File: config.mk
export PLATFORM = sky130hd
export DESIGN_NAME = pwrseq_smb_slave
export DESIGN_NICKNAME = d
export VERILOG_FILES = /design/src/rtl/pss_pkg.sv /design/src/rtl/pss_bus_sense.sv /design/src/rtl/pss_regs.sv /design/src/rtl/pwrseq_smb_slave.sv
export SDC_FILE = /design/constraint.sdc
export NUM_CORES = 1
export LEC_CHECK = 0
export BUFFER_PORTS_ARGS = -buffer_cell sky130_fd_sc_hd__buf_2
export CAP_MARGIN = 5
export CORE_ASPECT_RATIO = 1.1
export CORE_UTILIZATION = 45
export CTS_CLUSTER_SIZE = 24
export DETAILED_ROUTE_END_ITERATION = 10
export PLACE_DENSITY_LB_ADDON = 0.05
export SYNTH_ARGS = -nofsm -noshare
export SYNTH_HDL_FRONTEND = slang
export SYNTH_SLANG_ARGS = --single-unit
File: constraint.sdc
create_clock -name clk -period 2 [get_ports clk]
set_clock_uncertainty 0.2 [all_clocks]
set_input_delay 0.2 -clock clk [delete_from_list [all_inputs] [get_ports clk]]
set_output_delay 0.2 -clock clk [all_outputs]
set_load 0.005 [all_outputs]
File: src/rtl/pss_pkg.sv
package pss_pkg;
    typedef enum logic [3:0] {
        IDLE,
        ADDR,
        ADDR_ACK,
        WADDR,
        WADDR_ACK,
        WDATA,
        WDATA_ACK,
        TX,
        TX_ACK,
        WAIT_STOP
    } slv_state_t;

    localparam logic [7:0] STAT_WADDR = 8'h00;
    localparam logic [7:0] SHUT_WADDR = 8'hFF;
    localparam logic [7:0] WEL_SET_VAL = 8'h01;
endpackage

File: src/rtl/pss_bus_sense.sv
module pss_bus_sense #(
    parameter int SYNC_STAGES = 2
) (
    input  logic clk,
    input  logic rst_n,
    input  logic scl_i,
    input  logic sda_i,
    output logic scl_s,
    output logic sda_s,
    output logic scl_rise,
    output logic scl_fall,
    output logic start_c,
    output logic stop_c
);
    logic [SYNC_STAGES-1:0] scl_sync, sda_sync;
    logic scl_p, sda_p;

    always_ff @(posedge clk or negedge rst_n) begin
        if (!rst_n) begin
            scl_sync <= '1;
            sda_sync <= '1;
            scl_p    <= 1'b1;
            sda_p    <= 1'b1;
        end else begin
            scl_sync <= {scl_sync[SYNC_STAGES-2:0], scl_i};
            sda_sync <= {sda_sync[SYNC_STAGES-2:0], sda_i};
            scl_p    <= scl_sync[SYNC_STAGES-1];
            sda_p    <= sda_sync[SYNC_STAGES-1];
        end
    end

    assign scl_s    = scl_sync[SYNC_STAGES-1];
    assign sda_s    = sda_sync[SYNC_STAGES-1];
    assign scl_rise = scl_s & ~scl_p;
    assign scl_fall = ~scl_s & scl_p;
    assign start_c  = scl_s & scl_p & sda_p & ~sda_s;
    assign stop_c   = scl_s & scl_p & ~sda_p & sda_s;
endmodule

File: src/rtl/pss_regs.sv
module pss_regs #(
    parameter int DATA_W = 8,
    parameter int CODE_W = 2,
    parameter int GATES  = 3
) (
    input  logic              clk,
    input  logic              rst_n,
    input  logic              wr_stb,
    input  logic [DATA_W-1:0] ptr,
    input  logic [DATA_W-1:0] wdata,
    input  logic [GATES-1:0]  gate_on,
    output logic              wr_blocked,
    output logic [DATA_W-1:0] rd_data,
    output logic [CODE_W-1:0] shut_code
);
    import pss_pkg::*;
    localparam int STAT_PAD = DATA_W - GATES - 1;
    localparam int CODE_PAD = DATA_W - CODE_W;

    logic              wel_q;
    logic [CODE_W-1:0] code_q;

    always_ff @(posedge clk or negedge rst_n) begin
        if (!rst_n) begin
            wel_q  <= 1'b0;
            code_q <= '0;
        end else if (wr_stb) begin
            if (ptr == STAT_WADDR)
                wel_q <= (wdata == WEL_SET_VAL);
            else if (ptr == SHUT_WADDR && wel_q)
                code_q <= wdata[CODE_W-1:0];
        end
    end

    always_comb begin
        if (ptr == STAT_WADDR)
            rd_data = {{STAT_PAD{1'b0}}, gate_on, wel_q};
        else if (ptr == SHUT_WADDR)
            rd_data = {{CODE_PAD{1'b0}}, code_q};
        else
            rd_data = '0;
    end

    assign wr_blocked = (ptr == SHUT_WADDR) && !wel_q;
    assign shut_code  = code_q;


    code_guard_chk: assert property (@(posedge clk) disable iff (!rst_n)
        (code_q != $past(code_q)) |-> ($past(wel_q) && $past(wr_stb)));


    wel_set_chk: assert property (@(posedge clk) disable iff (!rst_n)
        $rose(wel_q) |-> $past(wr_stb));
endmodule

File: src/rtl/pwrseq_smb_slave.sv
module pwrseq_smb_slave #(
    parameter int         SEL_W       = 3,
    parameter logic [3:0] DEV_ID      = 4'b1010,
    parameter int         SYNC_STAGES = 2,
    parameter int         CODE_W      = 2
) (
    input  logic              clk,
    input  logic              rst_n,
    input  logic              scl_i,
    input  logic              sda_i,
    output logic              sda_oe,
    input  logic [SEL_W-1:0]  sel_pins,
    input  logic [2:0]        gate_on,
    output logic [CODE_W-1:0] shut_code
);
    import pss_pkg::*;
    localparam int BYTE_W = 8;
    localparam int CNT_W  = $clog2(BYTE_W + 1);
    localparam logic [CNT_W-1:0] FULL = CNT_W'(BYTE_W);
    localparam logic [CNT_W-1:0] LAST = CNT_W'(BYTE_W - 1);

    logic scl_s, sda_s, scl_rise, scl_fall, start_c, stop_c;
    logic wr_stb, wr_blocked;
    logic [BYTE_W-1:0] rd_data;

    slv_state_t        st_q, st_d;
    logic [CNT_W-1:0]  cnt_q, cnt_d;
    logic [BYTE_W-1:0] sh_q, sh_d, ptr_q, ptr_d;
    logic              rw_q, rw_d, ackd_q, ackd_d;

    pss_bus_sense #(.SYNC_STAGES(SYNC_STAGES)) u_sense (
        .clk(clk), .rst_n(rst_n), .scl_i(scl_i), .sda_i(sda_i),
        .scl_s(scl_s), .sda_s(sda_s), .scl_rise(scl_rise), .scl_fall(scl_fall),
        .start_c(start_c), .stop_c(stop_c)
    );

    pss_regs #(.DATA_W(BYTE_W), .CODE_W(CODE_W), .GATES(3)) u_regs (
        .clk(clk), .rst_n(rst_n), .wr_stb(wr_stb), .ptr(ptr_q), .wdata(sh_q),
        .gate_on(gate_on), .wr_blocked(wr_blocked), .rd_data(rd_data),
        .shut_code(shut_code)
    );

    always_ff @(posedge clk or negedge rst_n) begin
        if (!rst_n) begin
            st_q   <= IDLE;
            cnt_q  <= '0;
            sh_q   <= '0;
            ptr_q  <= '0;
            rw_q   <= 1'b0;
            ackd_q <= 1'b0;
        end else begin
            st_q   <= st_d;
            cnt_q  <= cnt_d;
            sh_q   <= sh_d;
            ptr_q  <= ptr_d;
            rw_q   <= rw_d;
            ackd_q <= ackd_d;
        end
    end

    always_comb begin
        st_d   = st_q;
        cnt_d  = cnt_q;
        sh_d   = sh_q;
        ptr_d  = ptr_q;
        rw_d   = rw_q;
        ackd_d = ackd_q;
        wr_stb = 1'b0;
        if (stop_c) begin
            st_d   = IDLE;
            ackd_d = 1'b0;
        end else if (start_c) begin
            st_d   = ADDR;
            cnt_d  = '0;
            ackd_d = 1'b0;
        end else begin
            unique case (st_q)
                IDLE, WAIT_STOP: ;
                ADDR, WADDR, WDATA: begin
                    if (scl_rise && cnt_q != FULL) begin
                        sh_d  = {sh_q[BYTE_W-2:0], sda_s};
                        cnt_d = cnt_q + 1'b1;
                    end else if (scl_fall && cnt_q == FULL) begin
                        cnt_d = '0;
                        if (st_q == ADDR) begin
                            if (sh_q[7:1] == {DEV_ID, sel_pins}) begin
                                st_d   = ADDR_ACK;
                                ackd_d = 1'b1;
                                rw_d   = sh_q[0];
                            end else begin
                                st_d = WAIT_STOP;
                            end
                        end else if (st_q == WADDR) begin
                            ptr_d  = sh_q;
                            st_d   = WADDR_ACK;
                            ackd_d = 1'b1;
                        end else begin
                            wr_stb = 1'b1;
                            ackd_d = !wr_blocked;
                            st_d   = WDATA_ACK;
                        end
                    end
                end
                ADDR_ACK: if (scl_fall) begin
                    ackd_d = 1'b0;
                    cnt_d  = '0;
                    if (rw_q) begin
                        st_d = TX;
                        sh_d = rd_data;
                    end else begin
                        st_d = WADDR;
                    end
                end
                WADDR_ACK: if (scl_fall) begin
                    ackd_d = 1'b0;
                    st_d   = WDATA;
                end
                WDATA_ACK: if (scl_fall) begin
                    ackd_d = 1'b0;
                    st_d   = WAIT_STOP;
                end
                TX: if (scl_fall) begin
                    if (cnt_q == LAST) begin
                        st_d = TX_ACK;
                    end else begin
                        sh_d  = {sh_q[BYTE_W-2:0], 1'b0};
                        cnt_d = cnt_q + 1'b1;
                    end
                end
                TX_ACK: if (scl_rise) st_d = WAIT_STOP;
            endcase
        end
    end

    always_comb begin
        sda_oe = 1'b0;
        if (st_q inside {ADDR_ACK, WADDR_ACK, WDATA_ACK})
            sda_oe = ackd_q;
        else if (st_q == TX)
            sda_oe = !sh_q[BYTE_W-1];
    end


    stop_idle_chk: assert property (@(posedge clk) disable iff (!rst_n)
        stop_c |=> (st_q == IDLE));


    start_addr_chk: assert property (@(posedge clk) disable iff (!rst_n)
        start_c |=> (st_q == ADDR && cnt_q == '0));


    sda_hold_chk: assert property (@(posedge clk) disable iff (!rst_n)
        (scl_s && !scl_rise) |-> $stable(sda_oe));


    bit_count_chk: assert property (@(posedge clk) disable iff (!rst_n)
        cnt_q <= FULL);
endmodule

* After elaboration in Yosys (flattened, before gate mapping)
Cells that the tools add are included.
** Word-level totals
- Flip-flop bits (word level) :: 35
- Logic and storage cells :: 133
- Bits of input ports :: 10
- Output and inout bits :: 3
** Cells by class
- Reduce and logical (&&, ||, !) cells :: 23
- Bitwise logic cells :: 16
- $add $sub $neg :: 1
- Mux-type cells :: 48
- Equality and inequality tests :: 33
** Operators with widths (count)
- two-way mux 4 bit :: 18
- two-way mux 8 bit :: 6
- inequality test 4 bit (second input constant) :: 10
- case mux 4 bit (6 select lines) :: 1
- case mux 8 bit (3 select lines) :: 1
- == test 4 x 3 -> 1 bit (second input constant) :: 5
- two-way mux 1 bit :: 17
- AND reduction 7 bit :: 2
- case mux 4 bit (3 select lines) :: 1
- inequality test 2 bit (second input constant) :: 5
- inequality test 3 bit (second input constant) :: 3
- inverter 1 bit :: 9
- AND reduction 9 bit :: 1
- == test 4 x 2 -> 1 bit (second input constant) :: 2
- == test 4 bit (second input constant) :: 2
- == test 8 x 1 -> 1 bit (second input constant) :: 1
- == test 8 bit (second input constant) :: 1
- logical NOT 8 bit :: 1
- AND reduction 8 bit :: 1
- nonzero test 4 bit :: 2
- nonzero test 8 bit :: 1
- AND 1 bit :: 7
- == test 7 bit :: 1
- AND reduction 6 bit :: 1
- 14 further kinds :: 22

* Longest topological paths before layout
Gate-level depths: netlist of the first run.
- Depth after elaboration :: 10
- Depth in mapped cells :: 9
- Depth with buffers taken out :: 8

* By module
A second synthesis of the first run with hierarchy kept.
** Unflattened totals
- Cell total of the unflattened synthesis :: 205
- Area total of the unflattened synthesis :: 2188.3 um^2
** By module, submodules not included
- pwrseq_smb_slave :: area an instance 1729.2 um^2, sequential area each 650.6 um^2, instances 1, cells each 166
- pss_regs :: area an instance 269.0 um^2, sequential area each 75.1 um^2, instances 1, cells each 29
- pss_bus_sense :: area an instance 190.2 um^2, sequential area each 157.7 um^2, instances 1, cells each 10

* Worst setup path before layout of the first run
OpenSTA, ideal clock, no wires.
- Path kind :: register to register
- Start point :: register cnt_q[0]
- End point :: register ptr_q[0]
- Path buffers :: 1
- Path slack :: -197 ps
- Clock period less this slack :: 2197 ps
- Library setup time :: 128 ps
- Required time :: 1672 ps
- Cell stages (with the launch flop) :: 9
- Data arrival time :: 1869 ps
- Path through :: dfrtp_1 > inv_1 > ha_1 > nand3b_1 > nor2_1 > nand2_1 > or3_1 > buf_2 > mux2_1
** On the way
- Longest elaborated chain between the ends :: 4
- Elaborated cells between the ends (all ways) :: 6
- Classes of those cells :: 2 x eq/ne; 1 x bitwise; 3 x reduce/logical
** Ends and longest elaborated chain
- from (decl) :: line pwrseq_smb_slave.sv:27 : logic [CNT_W-1:0] cnt_q, cnt_d;
- from (signal assigned) :: line pwrseq_smb_slave.sv:53 : cnt_q <= cnt_d;
- inequality test 4 bit :: line pwrseq_smb_slave.sv:80 : if (scl_rise && cnt_q != FULL) begin
- logical AND 1 bit :: line pwrseq_smb_slave.sv:80
- inverter 1 bit (no line)
- AND reduction 7 bit (no line) (*)
- to (signal assigned) :: line pwrseq_smb_slave.sv:55 : ptr_q <= ptr_d;
- to (decl) :: line pwrseq_smb_slave.sv:28 : logic [BYTE_W-1:0] sh_q, sh_d, ptr_q, ptr_d;
Mark *: on every way between the ends. The rest lies on a longest branch, timed or not.
A chain may end at the register's enable or synchronous reset.

* Worst setup path after layout of the first run
- Start point :: register cnt_q[1]
- End point :: register st_q[0]
** On the way
- Longest elaborated chain between the ends :: 4
- Elaborated cells between the ends (all ways) :: 9
- Classes of those cells :: 6 x eq/ne; 3 x reduce/logical
** Ends and longest elaborated chain
- == test 4 bit / inequality test 4 bit (equally long branches) :: line pwrseq_smb_slave.sv:83, pwrseq_smb_slave.sv:80
- logical AND 1 bit, on equally long branches :: line pwrseq_smb_slave.sv:83, pwrseq_smb_slave.sv:80
- inequality test 4 bit (no line)
- AND reduction 9 bit (no line) (*)
- to (signal assigned) :: line pwrseq_smb_slave.sv:52 : st_q <= st_d;
- to (decl) :: line pwrseq_smb_slave.sv:26 : slv_state_t st_q, st_d;
Marks and branches as above.

==> impl_metrics.csv, run 1 <==
group,metric,value,unit
sta,setup_viol,27,
yosys,ys_ff_latch,35,
clock_tree,insertion_delay,0.28,ns
sta,slew_headroom,47.3,%
power,p_per_area,1370,nW/um^2
floorplan,die_height,72.3,um
yosys,synth_xor_area_share,1.73,%
flow_run,drv_cap,0,
sta,hold_viol,0,
yosys,syn_avg_cell_area,9.24,sq um
global_routing,antenna_found_initial,0,
clock_tree,cts_tree,"done",
critical_path,r2r_setup_slack,-0.26,ns
global_routing,first_global_vias,2015,
route,remaining_drc_errors,0,
clock_tree,cts_made_buffers,5,
yosys,synthMuxAreaShare,5.01,%
layout,nNetsFinal,301,
critical_path,path_class,"flip-flop to flip-flop",
sta,layout_setup_ws,-0.259,ns
hold_path,worstHoldStart,"u_sense.scl_sync[0]$_DFF_PN1_",
global_routing,grt_max_degree,36,
clock_tree,cts-root-buf,"clkbuf_8",
floorplan,rows,25,
sta,worstMarginPinSlew,0.791,ns
critical_path,end_kind,"flip-flop",
critical_path,crit_path_cell_trace,"inv_2 > ha_4 > nand3b_1 > o32a_1 > nor2_1 > o31ai_2 > buf_4 > o2bb2ai_2 > a221oi_2",
yosys,ys_async_sr_fraction,100,%
critical_path,path_delay_family,"compound AO/OA/AOI/OAI gates",
layout,fin_util,69.4,%
critical_path,crit_fanout,5,
global_routing,grt_pass1_wl,9.46,mm
global_routing,gr-total-overflow,0,
layout,diodes,0,
clock_tree,cts.sinks,35,
critical_path,max_stage_delay,0.40,ns
route,drtPass1Iterations,4,
sta,fmaxAchievable,0.443,GHz
critical_path,slowest_stage,"dfrtp_1",
floorplan,dieArea,4770,sq um
critical_path,r2r_cells,9,
yosys,synth_top_area_share,35.8,%
route,vias,1946,
power,vdd_drop_max,0.000744,V
power,p_leak,0.00128,uW
yosys,synth_fa_ha_area_share,1.24,%
layout,syn_to_final_growth,47.9,%
sta,maxSlewViolCount,0,
critical_path,rr_endpoint,"st_q[0]$_DFFE_PN0P_",
outcome,status,"finished with violations",
critical_path,cp.required,1.99,ns
clock_tree,path_clk_slew,0.08,ns
layout,regArea,885,sq um
critical_path,critPathBufInv,2,
clock_tree,h-tree-depth,2,
hold_path,whs_path_depth,0,
yosys,synthSimpleGateAreaFrac,22.7,%
outcome,violations,"setup timing",
layout,multiInputGateArea,1300,sq um
critical_path,r2r-start,"cnt_q[1]$_DFFE_PN0P_",
yosys,synth_enable_flop_cells,0,
clock_tree,cts_max_path_buffers,2,
yosys,synthFlopType,"dfrtp_1",
placement,port_buffers,12,
layout,fillers,332,
sta,rsz0062_at_grt,"yes",
yosys,synth-seq-area-share,43.6,%
sta,whs,0.160,ns
hold_path,hold_class,"flip-flop to flip-flop",
sta,min_period,2.26,ns
sta,min_period_over_period,113,%
floorplan,start_util,46.9,%
route,wl_per_cell,16.9,um
yosys,syn_area,2020,sq um
route,routed_wl,5.82,mm
yosys,synth-compound-area-share,20.1,%
yosys,synth-warning-count,0,
yosys,synth_cell_types,57,
yosys,synth.top_cells.by_area,"dfrtp_1, dfstp_2, nand2_1",
hold_path,hold_end,"u_sense.scl_sync[1]$_DFF_PN1_",
floorplan,ios,13,
layout,drive_gt1_share,51.7,%
yosys,yosys.area.top_type,"dfrtp_1",
yosys,synth_top_family_by_area,"simple AND/OR/NAND/NOR gates",
yosys,syn_inst,219,
critical_path,critPathArrivalTime,2.25,ns
placement,gp_congestion,0.913,
yosys,syn-num-nets,231,
placement,dp_slack,-0.290,ns
placement,hpwl,4.05,mm
route,viasPerCell,5.66,
floorplan,core_area,4320,sq um
global_routing,track_usage,26.2,%
route,drtIter0Drc,248,
floorplan,dieWidth,66.0,um
route,ant_nets,0,
critical_path,critPathLaunchType,"flip-flop",
[stage by stage]
stage / setup TNS [ns] / total power [uW] / instance area (sq um) / cells
after floorplan: -0.996 / 2040 / 2040 / 219
after global placement: -2.86 / 2790 / 2490 / 325
after detailed placement: -4.01 / 2820 / 2490 / 325
after CTS: -2.88 / 3760 / 2820 / 343
after global routing: -6.29 / 4350 / 2990 / 344
final: -3.56 / 4090 / 2990 / 344
[registers in the layout, indices dropped and copies added, names as in the netlist]
name,cells
u_sense.scl_sync,2
ptr_q,8
sh_q,8
ackd_q,1
st_q,4
cnt_q,4
u_sense.sda_sync,2
u_regs.shut_code,2
u_regs.wel_q,1
u_sense.scl_p,1
rw_q,1
u_sense.sda_p,1
[cell usage after synthesis, types with 2 or more instances]
library cell,instances
mux2_1,4
o2bb2ai_1,2
nand2_1,21
buf_2,6
nor4_1,5
nand2b_1,3
o21ai_0,14
o32a_1,2
a21oi_1,10
inv_2,2
dfrtp_1,29
or3_1,2
mux2_2,5
nand3_1,11
xor2_1,4
nor2_1,15
a31oi_1,4
a22oi_1,3
dfstp_2,6
nand4_1,2
inv_1,13
nor2b_1,5
clkbuf_1,4
o31ai_1,3
o21ai_1,6
o22ai_1,2
ha_1,2
nor3_1,5
[report_power, final]
group | leakage (uW) | switching [uW] | total (uW) | internal (uW)
clock network | 0.0000618 | 270 | 680 | 410
registers | 0.000443 | 126 | 989 | 863
logic | 0.000772 | 1240 | 2420 | 1180
total | 0.00128 | 1640 | 4090 | 2450
[metal layers]
metal / GRT usage, % / vias to the layer above / wire length [um] / part of all wire [%]
met5: 0 / - / 0 / 0
met3: 4.25 / 14 / 194 / 3.3
met2: 47.3 / 49 / 3210 / 55
met1: 30.8 / 945 / 2280 / 39
met4: 9.93 / 0 / 139 / 2.4
li1: - / 938 / - / -
[cells in the final DEF (no fill, tap or decap), types with 5 or more instances in the layout]
cell type | synthesis | routed
buf_2 | 6 | 12
nand2_1 | 21 | 15
buf_6 | 1 | 7
a21oi_2 | 1 | 5
inv_1 | 13 | 11
a21oi_1 | 10 | 5
clkbuf_8 | 0 | 6
o21ai_0 | 14 | 7
o21ai_1 | 6 | 8
dfrtp_1 | 29 | 28
o21ai_2 | 0 | 5
mux2_4 | 0 | 5
nand2_2 | 0 | 5
dfstp_2 | 6 | 6
nor2_1 | 15 | 11
buf_4 | 0 | 51
nand3_2 | 0 | 5
[area by class of cell]
class	instances	area share, %
multi-input combinational	158	43.3
sequential	35	29.5
timing repair buffer	74	18.9
clock buffer	6	2.76
tap	54	2.26
inverter	15	1.88
clock inverter	2	1.30
[timing repair]
item | CTS | global route
gates cloned | 1 | 0
pin swaps | 9 | 20
endpoints found under the setup margin | 27 | 30
buffers inserted | 8 | 4
resized for setup | 29 | 43
hold endpoints to repair | 31 | 0
hold buffers | 3 | 0
[logic make-up (layout without fill, tap and decap cells)]
kind of cell | count (synthesis) | in the layout
multiplexers | 9 | 9
adder cells (fa/ha/maj) | 2 | 2
buffers and inverters | 26 | 97
AND/OR/NAND/NOR | 82 | 82
AO/OA/AOI/OAI | 61 | 61
flip-flops | 35 | 35
XOR/XNOR | 4 | 4
[worst max path at each step]
stage / from / end / slack, ns / depth (start not counted)
after global placement: u_sense.scl_sync[1]$_DFF_PN1_ / cnt_q[3]$_DFFE_PN0P_ / -0.17 / 6
after detailed placement: cnt_q[1]$_DFFE_PN0P_ / st_q[0]$_DFFE_PN0P_ / -0.29 / 9
final: cnt_q[1]$_DFFE_PN0P_ / st_q[0]$_DFFE_PN0P_ / -0.26 / 9
after global routing: cnt_q[1]$_DFFE_PN0P_ / st_q[0]$_DFFE_PN0P_ / -0.34 / 9
after floorplan: cnt_q[0]$_DFFE_PN0P_ / ptr_q[0]$_DFFE_PN0P_ / -0.14 / 8
after CTS: cnt_q[1]$_DFFE_PN0P_ / st_q[0]$_DFFE_PN0P_ / -0.21 / 9
[worst register-to-register path, delay by kind of cell, from the launching register on]
family          cells  cell delay [ns]
compound gates      4             0.88
fa+ha+maj           1             0.12
buf+inv             2             0.26
flops               1             0.40
simple gates        2             0.31
Power figures use the tool's default switching activity.
==> run 2, diff against run 1 <==
--- a/config.mk
+++ b/config.mk
@@ -12,6 +12,7 @@
 export CTS_CLUSTER_SIZE = 24
 export DETAILED_ROUTE_END_ITERATION = 10
 export PLACE_DENSITY_LB_ADDON = 0.05
+export RECOVER_POWER = 50
 export SYNTH_ARGS = -nofsm -noshare
 export SYNTH_HDL_FRONTEND = slang
 export SYNTH_SLANG_ARGS = --single-unit
==> impl_metrics.csv, run 2 (synthesized netlist as in run 1, its figures left out) <==
group,metric,value,unit
outcome,status,"finished with violations",
critical_path,crit_fanout,5,
floorplan,rows,25,
clock_tree,h-tree-depth,2,
sta,fmaxAchievable,0.443,GHz
layout,final_common_cell,"buf_4",
route,drtPass1Iterations,4,
global_routing,grt_pass1_wl,9.46,mm
critical_path,critPathLaunchType,"flip-flop",
floorplan,dieArea,4770,sq um
floorplan,dieWidth,66.0,um
placement,hpwl,4.05,mm
layout,layout_common_cells,"buf_4, dfrtp_1, nand2_1",
critical_path,crit_path_cell_trace,"inv_2 > ha_4 > nand3b_1 > o32a_1 > nor2_1 > o31ai_2 > buf_4 > o2bb2ai_2 > a221oi_2",
layout,fillers,332,
clock_tree,path_clk_slew,0.08,ns
layout,regArea,885,sq um
critical_path,critPathArrivalTime,2.25,ns
layout,multiInputGateArea,1300,sq um
route,wl_per_cell,16.9,um
placement,port_buffers,12,
clock_tree,cts_max_path_buffers,2,
outcome,violations,"setup timing",
global_routing,track_usage,26.2,%
hold_path,hold_class,"flip-flop to flip-flop",
route,met2_length,3.21,mm
clock_tree,cts_tree,"done",
power,switching_share,40.1,%
power,vdd_drop_max,0.000744,V
clock_tree,cts-root-buf,"clkbuf_8",
critical_path,cp.required,1.99,ns
layout,diodes,0,
hold_path,worstHoldStart,"u_sense.scl_sync[0]$_DFF_PN1_",
route,ant_nets,0,
hold_path,whs_path_depth,0,
route,met3_wirelength,194,um
power,power_frac_seq,24.2,%
flow_run,drv_cap,0,
layout,top_regs,"ptr_q: 8 flops, sh_q: 8 flops",
route,remaining_drc_errors,0,
global_routing,first_global_vias,2015,
layout,drive_gt1_share,51.7,%
route,route.top_layer_used,"met4",
floorplan,start_util,46.9,%
route,vias,1946,
clock_tree,cts.sinks,35,
sta,hold_viol,0,
sta,min_period_over_period,113,%
power,p_comb_share,59.2,%
global_routing,antenna_found_initial,0,
sta,finalSetupTns,-3.56,ns
floorplan,core_area,4320,sq um
critical_path,rr_endpoint,"st_q[0]$_DFFE_PN0P_",
sta,whs,0.160,ns
layout,syn_to_final_growth,47.9,%
critical_path,r2r_cells,9,
critical_path,slowest_stage,"dfrtp_1",
floorplan,ios,13,
route,viasPerCell,5.66,
clock_tree,insertion_delay,0.28,ns
power,power,4090,uW
power,p_switching,1640,uW
sta,rsz0062_at_grt,"yes",
power,p_per_area,1370,nW/um^2
critical_path,max_stage_delay,0.40,ns
critical_path,critPathBufInv,2,
critical_path,r2r_setup_slack,-0.26,ns
sta,min_period,2.26,ns
route,drtIter0Drc,248,
critical_path,path_class,"flip-flop to flip-flop",
floorplan,die_height,72.3,um
critical_path,path_delay_family,"compound AO/OA/AOI/OAI gates",
critical_path,end_kind,"flip-flop",
power,intPower,2450,uW
critical_path,r2r-start,"cnt_q[1]$_DFFE_PN0P_",
power,clkPwrFrac,16.6,%
clock_tree,cts_made_buffers,5,
global_routing,grt_max_degree,36,
route,wl_met1,2.28,mm
route,routed_wl,5.82,mm
sta,maxSlewViolCount,0,
power,p_leak,0.00128,uW
placement,gp_congestion,0.913,
sta,slew_headroom,41.3,%
layout,nNetsFinal,301,
sta,setup_viol,27,
global_routing,gr-total-overflow,0,
hold_path,hold_end,"u_sense.scl_sync[1]$_DFF_PN1_",
sta,worstMarginPinSlew,0.881,ns
sta,layout_setup_ws,-0.259,ns
run 2: changes by cell type in the layout (fill, tap and decap cells not counted), sizes merged:
cell,previous run,this run
clkbuf,6,7
buf,71,70
run 2: repair_timing:
action,4_1_cts,5_1_grt
endpoints found under the setup margin,27,30
buffers inserted,8,4
hold buffers,3,0
endpoints found under the hold margin,31,0
resized for setup,29,43
gates cloned,1,0
pin swaps,9,20
run 2: worst max-delay path by stage:
stage                                        from                   end  slack (ns)  cells after the start
floorplan                    cnt_q[0]$_DFFE_PN0P_  ptr_q[0]$_DFFE_PN0P_       -0.14                      8
global placement    u_sense.scl_sync[1]$_DFF_PN1_  cnt_q[3]$_DFFE_PN0P_       -0.17                      6
detailed placement           cnt_q[1]$_DFFE_PN0P_   st_q[0]$_DFFE_PN0P_       -0.29                      9
CTS                          cnt_q[1]$_DFFE_PN0P_   st_q[0]$_DFFE_PN0P_       -0.21                      9
global route                 cnt_q[1]$_DFFE_PN0P_   st_q[0]$_DFFE_PN0P_       -0.34                      9
finish                       cnt_q[1]$_DFFE_PN0P_   st_q[0]$_DFFE_PN0P_       -0.26                      9
run 2: final cells by class:
cell class                      count  area share [%]
Multi-Input combinational cell    158            43.3
Clock buffer                        6            2.76
Timing Repair Buffer               74            18.9
Inverter                           15            1.88
Clock inverter                      2            1.30
Tap cell                           54            2.26
Sequential cell                    35            29.5
run 2: routing by layer:
metal / up-vias / GRT usage [%]
li1: 938 / -
met1: 945 / 30.8
met2: 49 / 47.3
met3: 14 / 4.25
met4: 0 / 9.93
met5: - / 0
run 2: worst reg2reg max path: cells and delay by family (launching register included):
| family | cells | cell delay (ns) |
|---|---|---|
| AND/OR/NAND/NOR | 2 | 0.31 |
| adder cells (fa/ha/maj) | 1 | 0.12 |
| AO/OA/AOI/OAI | 4 | 0.88 |
| flip-flops | 1 | 0.40 |
| buffers and inverters | 2 | 0.26 |
run 2: stage by stage:
stage	cell area, sq um	utilization, %	cells	worst slack [ns]
floorplan	2040	-	219	-0.140
global placement	2490	57.7	325	-0.170
detailed placement	2490	57.7	325	-0.290
CTS	2820	65.2	343	-0.207
global route	2990	69.4	344	-0.337
finish	2990	69.4	344	-0.259
run 2: power by group through the flow:
stage | Clock [uW] | Sequential [uW] | Combinational [uW]
after global routing | 722 | 1010 | 2620
final | 680 | 989 | 2420
after detailed placement | 0 | 998 | 1820
after floorplan | 0 | 975 | 1060
after global placement | 0 | 989 | 1800
after CTS | 690 | 983 | 2090
==> run 3, diff against run 2 <==
--- a/config.mk
+++ b/config.mk
@@ -7,8 +7,10 @@
 export LEC_CHECK = 0
 export BUFFER_PORTS_ARGS = -buffer_cell sky130_fd_sc_hd__buf_2
 export CAP_MARGIN = 5
+export CELL_PAD_IN_SITES_DETAIL_PLACEMENT = 1
+export CELL_PAD_IN_SITES_GLOBAL_PLACEMENT = 2
 export CORE_ASPECT_RATIO = 1.1
-export CORE_UTILIZATION = 45
+export CORE_UTILIZATION = 34
 export CTS_CLUSTER_SIZE = 24
 export DETAILED_ROUTE_END_ITERATION = 10
 export PLACE_DENSITY_LB_ADDON = 0.05
==> constraint.sdc (replaced) <==
create_clock -name clk -period 2 [get_ports clk]
set_clock_uncertainty 0.2 [all_clocks]
set_input_delay 0.3 -clock clk [delete_from_list [all_inputs] [get_ports clk]]
set_output_delay 0.3 -clock clk [all_outputs]
set_load 0.02 [all_outputs]
==> impl_metrics.csv, run 3 (synthesized netlist as in run 1, its figures left out) <==
group,metric,value,unit
clock_tree,insertion_delay,0.28,ns
clock_tree,cts_made_buffers,5,
layout,top_regs,"ptr_q: 8 flops, sh_q: 8 flops",
flow_run,drv_cap,0,
route,met3_wirelength,109,um
floorplan,start_util,35.1,%
route,met2_length,3.76,mm
power,intPower,2360,uW
layout,syn_to_final_growth,54.0,%
power,power_frac_seq,25.6,%
hold_path,hold_class,"flip-flop to flip-flop",
floorplan,rows,29,
placement,hpwl,4.82,mm
layout,layout_common_cells,"buf_4, dfrtp_1, nand2_1",
critical_path,path_class,"flip-flop to flip-flop",
floorplan,dieWidth,75.6,um
placement,gp_congestion,0.873,
placement,port_buffers,12,
layout,drive_gt1_share,52.1,%
global_routing,grt_pass1_wl,11.4,mm
clock_tree,cts_tree,"done",
clock_tree,path_clk_slew,0.07,ns
power,clkPwrFrac,12.5,%
critical_path,crit_fanout,6,
sta,slew_headroom,40.2,%
global_routing,antenna_found_initial,0,
sta,rsz0062_at_grt,"yes",
route,wl_per_cell,18.0,um
layout,stdcell_count,382,
power,vdd_drop_max,0.000598,V
sta,worstMarginPinSlew,0.897,ns
sta,layout_setup_ws,-0.358,ns
clock_tree,cts-root-buf,"clkbuf_8",
layout,final_common_cell,"buf_4",
floorplan,dieArea,6270,sq um
global_routing,track_usage,24.1,%
critical_path,critPathLaunchType,"flip-flop",
sta,hold_viol,0,
route,vias,2042,
sta,min_period,2.36,ns
critical_path,cp.required,1.97,ns
route,route.top_layer_used,"met4",
power,p_switching,1680,uW
power,p_comb_share,62.0,%
power,p_per_area,1300,nW/um^2
placement,dp_slack,-0.260,ns
route,viasPerCell,5.35,
floorplan,ios,13,
sta,min_period_over_period,118,%
outcome,status,"finished with violations",
clock_tree,h-tree-depth,2,
sta,maxSlewViolCount,0,
clock_tree,cts.sinks,35,
route,remaining_drc_errors,0,
power,p_leak,0.00136,uW
global_routing,gr-total-overflow,0,
power,switching_share,41.6,%
floorplan,core_area,5770,sq um
route,routed_wl,6.86,mm
global_routing,first_global_vias,2238,
clock_tree,cts_max_path_buffers,2,
floorplan,die_height,82.9,um
critical_path,end_kind,"flip-flop",
sta,setup_viol,29,
layout,diodes,0,
route,wl_met1,2.88,mm
critical_path,critPathArrivalTime,2.33,ns
sta,fmaxAchievable,0.424,GHz
layout,nNetsFinal,316,
route,drtIter0Drc,64,
placement,dp.cells,354,
route,drtPass1Iterations,4,
global_routing,grt_max_degree,36,
outcome,violations,"setup timing",
route,ant_nets,0,
[run 3: cell count changes in the layout (fill, tap and decap cells not counted), moves of 3 or more]
cell,delta
nand3_1,+5
o21ai_2,-4
o21ai_1,+4
buf_6,+3
buf_4,+12
nand3_2,-3
[run 3: layout make-up]
cell class / count / area [sq um]
repair buffers: 89 / 691
well taps: 77 / 96.3
clock inverters: 2 / 12.5
multi-input cells: 158 / 1300
fillers: 634 / 2650
flip-flops and latches: 35 / 887
clock buffers: 6 / 72.6
inverters: 15 / 56.3
[run 3: timing repair]
| action | 4_1_cts | 5_1_grt |
|---|---|---|
| hold buffers | 3 | 0 |
| buffers inserted | 9 | 8 |
| gates resized for setup | 47 | 23 |
| setup endpoints to repair | 30 | 30 |
| pin swaps | 10 | 9 |
| endpoints found under the hold margin | 31 | 0 |
[run 3: path summary, 6_finish.rpt]
path,start,slack [ns],depth (start not counted),end
max,cnt_q[0]$_DFFE_PN0P_,-0.36,8,ptr_q[0]$_DFFE_PN0P_
min,u_sense.scl_sync[0]$_DFF_PN1_,0.16,0,u_sense.scl_sync[1]$_DFF_PN1_
max reg2reg,cnt_q[0]$_DFFE_PN0P_,-0.36,8,ptr_q[0]$_DFFE_PN0P_
min reg2reg,u_sense.scl_sync[0]$_DFF_PN1_,0.16,0,u_sense.scl_sync[1]$_DFF_PN1_
max in group asynchronous,rst_n,0.43,3,st_q[0]$_DFFE_PN0P_
min in group asynchronous,rst_n,0.56,3,cnt_q[3]$_DFFE_PN0P_
[run 3: metrics by stage]
stage               hold slack (ns)  setup TNS, ns  total power [uW]  cell area, sq um  utilization [%]
finish                        0.163          -7.25              4050              3120             54.0
CTS                           0.164          -3.57              3830              2960             51.3
floorplan                    -0.196         -0.996              2050              2040                -
detailed placement            0.153          -4.24              2900              2560             44.4
global placement              0.149          -3.01              2830              2560             44.4
global route                  0.169         -10.54              4300              3120             54.0
[run 3: per-layer routing]
| metal | vias up | GRT usage [%] |
|---|---|---|
| met5 | - | 0 |
| met4 | 0 | 5.39 |
| li1 | 960 | - |
| met1 | 1030 | 28.8 |
| met2 | 38 | 44.5 |
| met3 | 14 | 3.16 |
[run 3: power groups by stage]
stage	Sequential [uW]	Clock, uW	Combinational, uW
2_1_floorplan	975	0	1070
3_3_place_gp	1000	0	1830
3_5_place_dp	1020	0	1890
4_1_cts	1010	522	2290
5_1_grt	1050	560	2690
6_report	1030	505	2510
[run 3: critical path, cell delays in order (launching register included)]
cell	delay, ns
dfrtp_1	0.39
inv_1	0.07
ha_2	0.17
nand3b_1	0.20
nor2_2	0.21
buf_4	0.14
nand2_4	0.08
or3_4	0.46
mux2_4	0.32
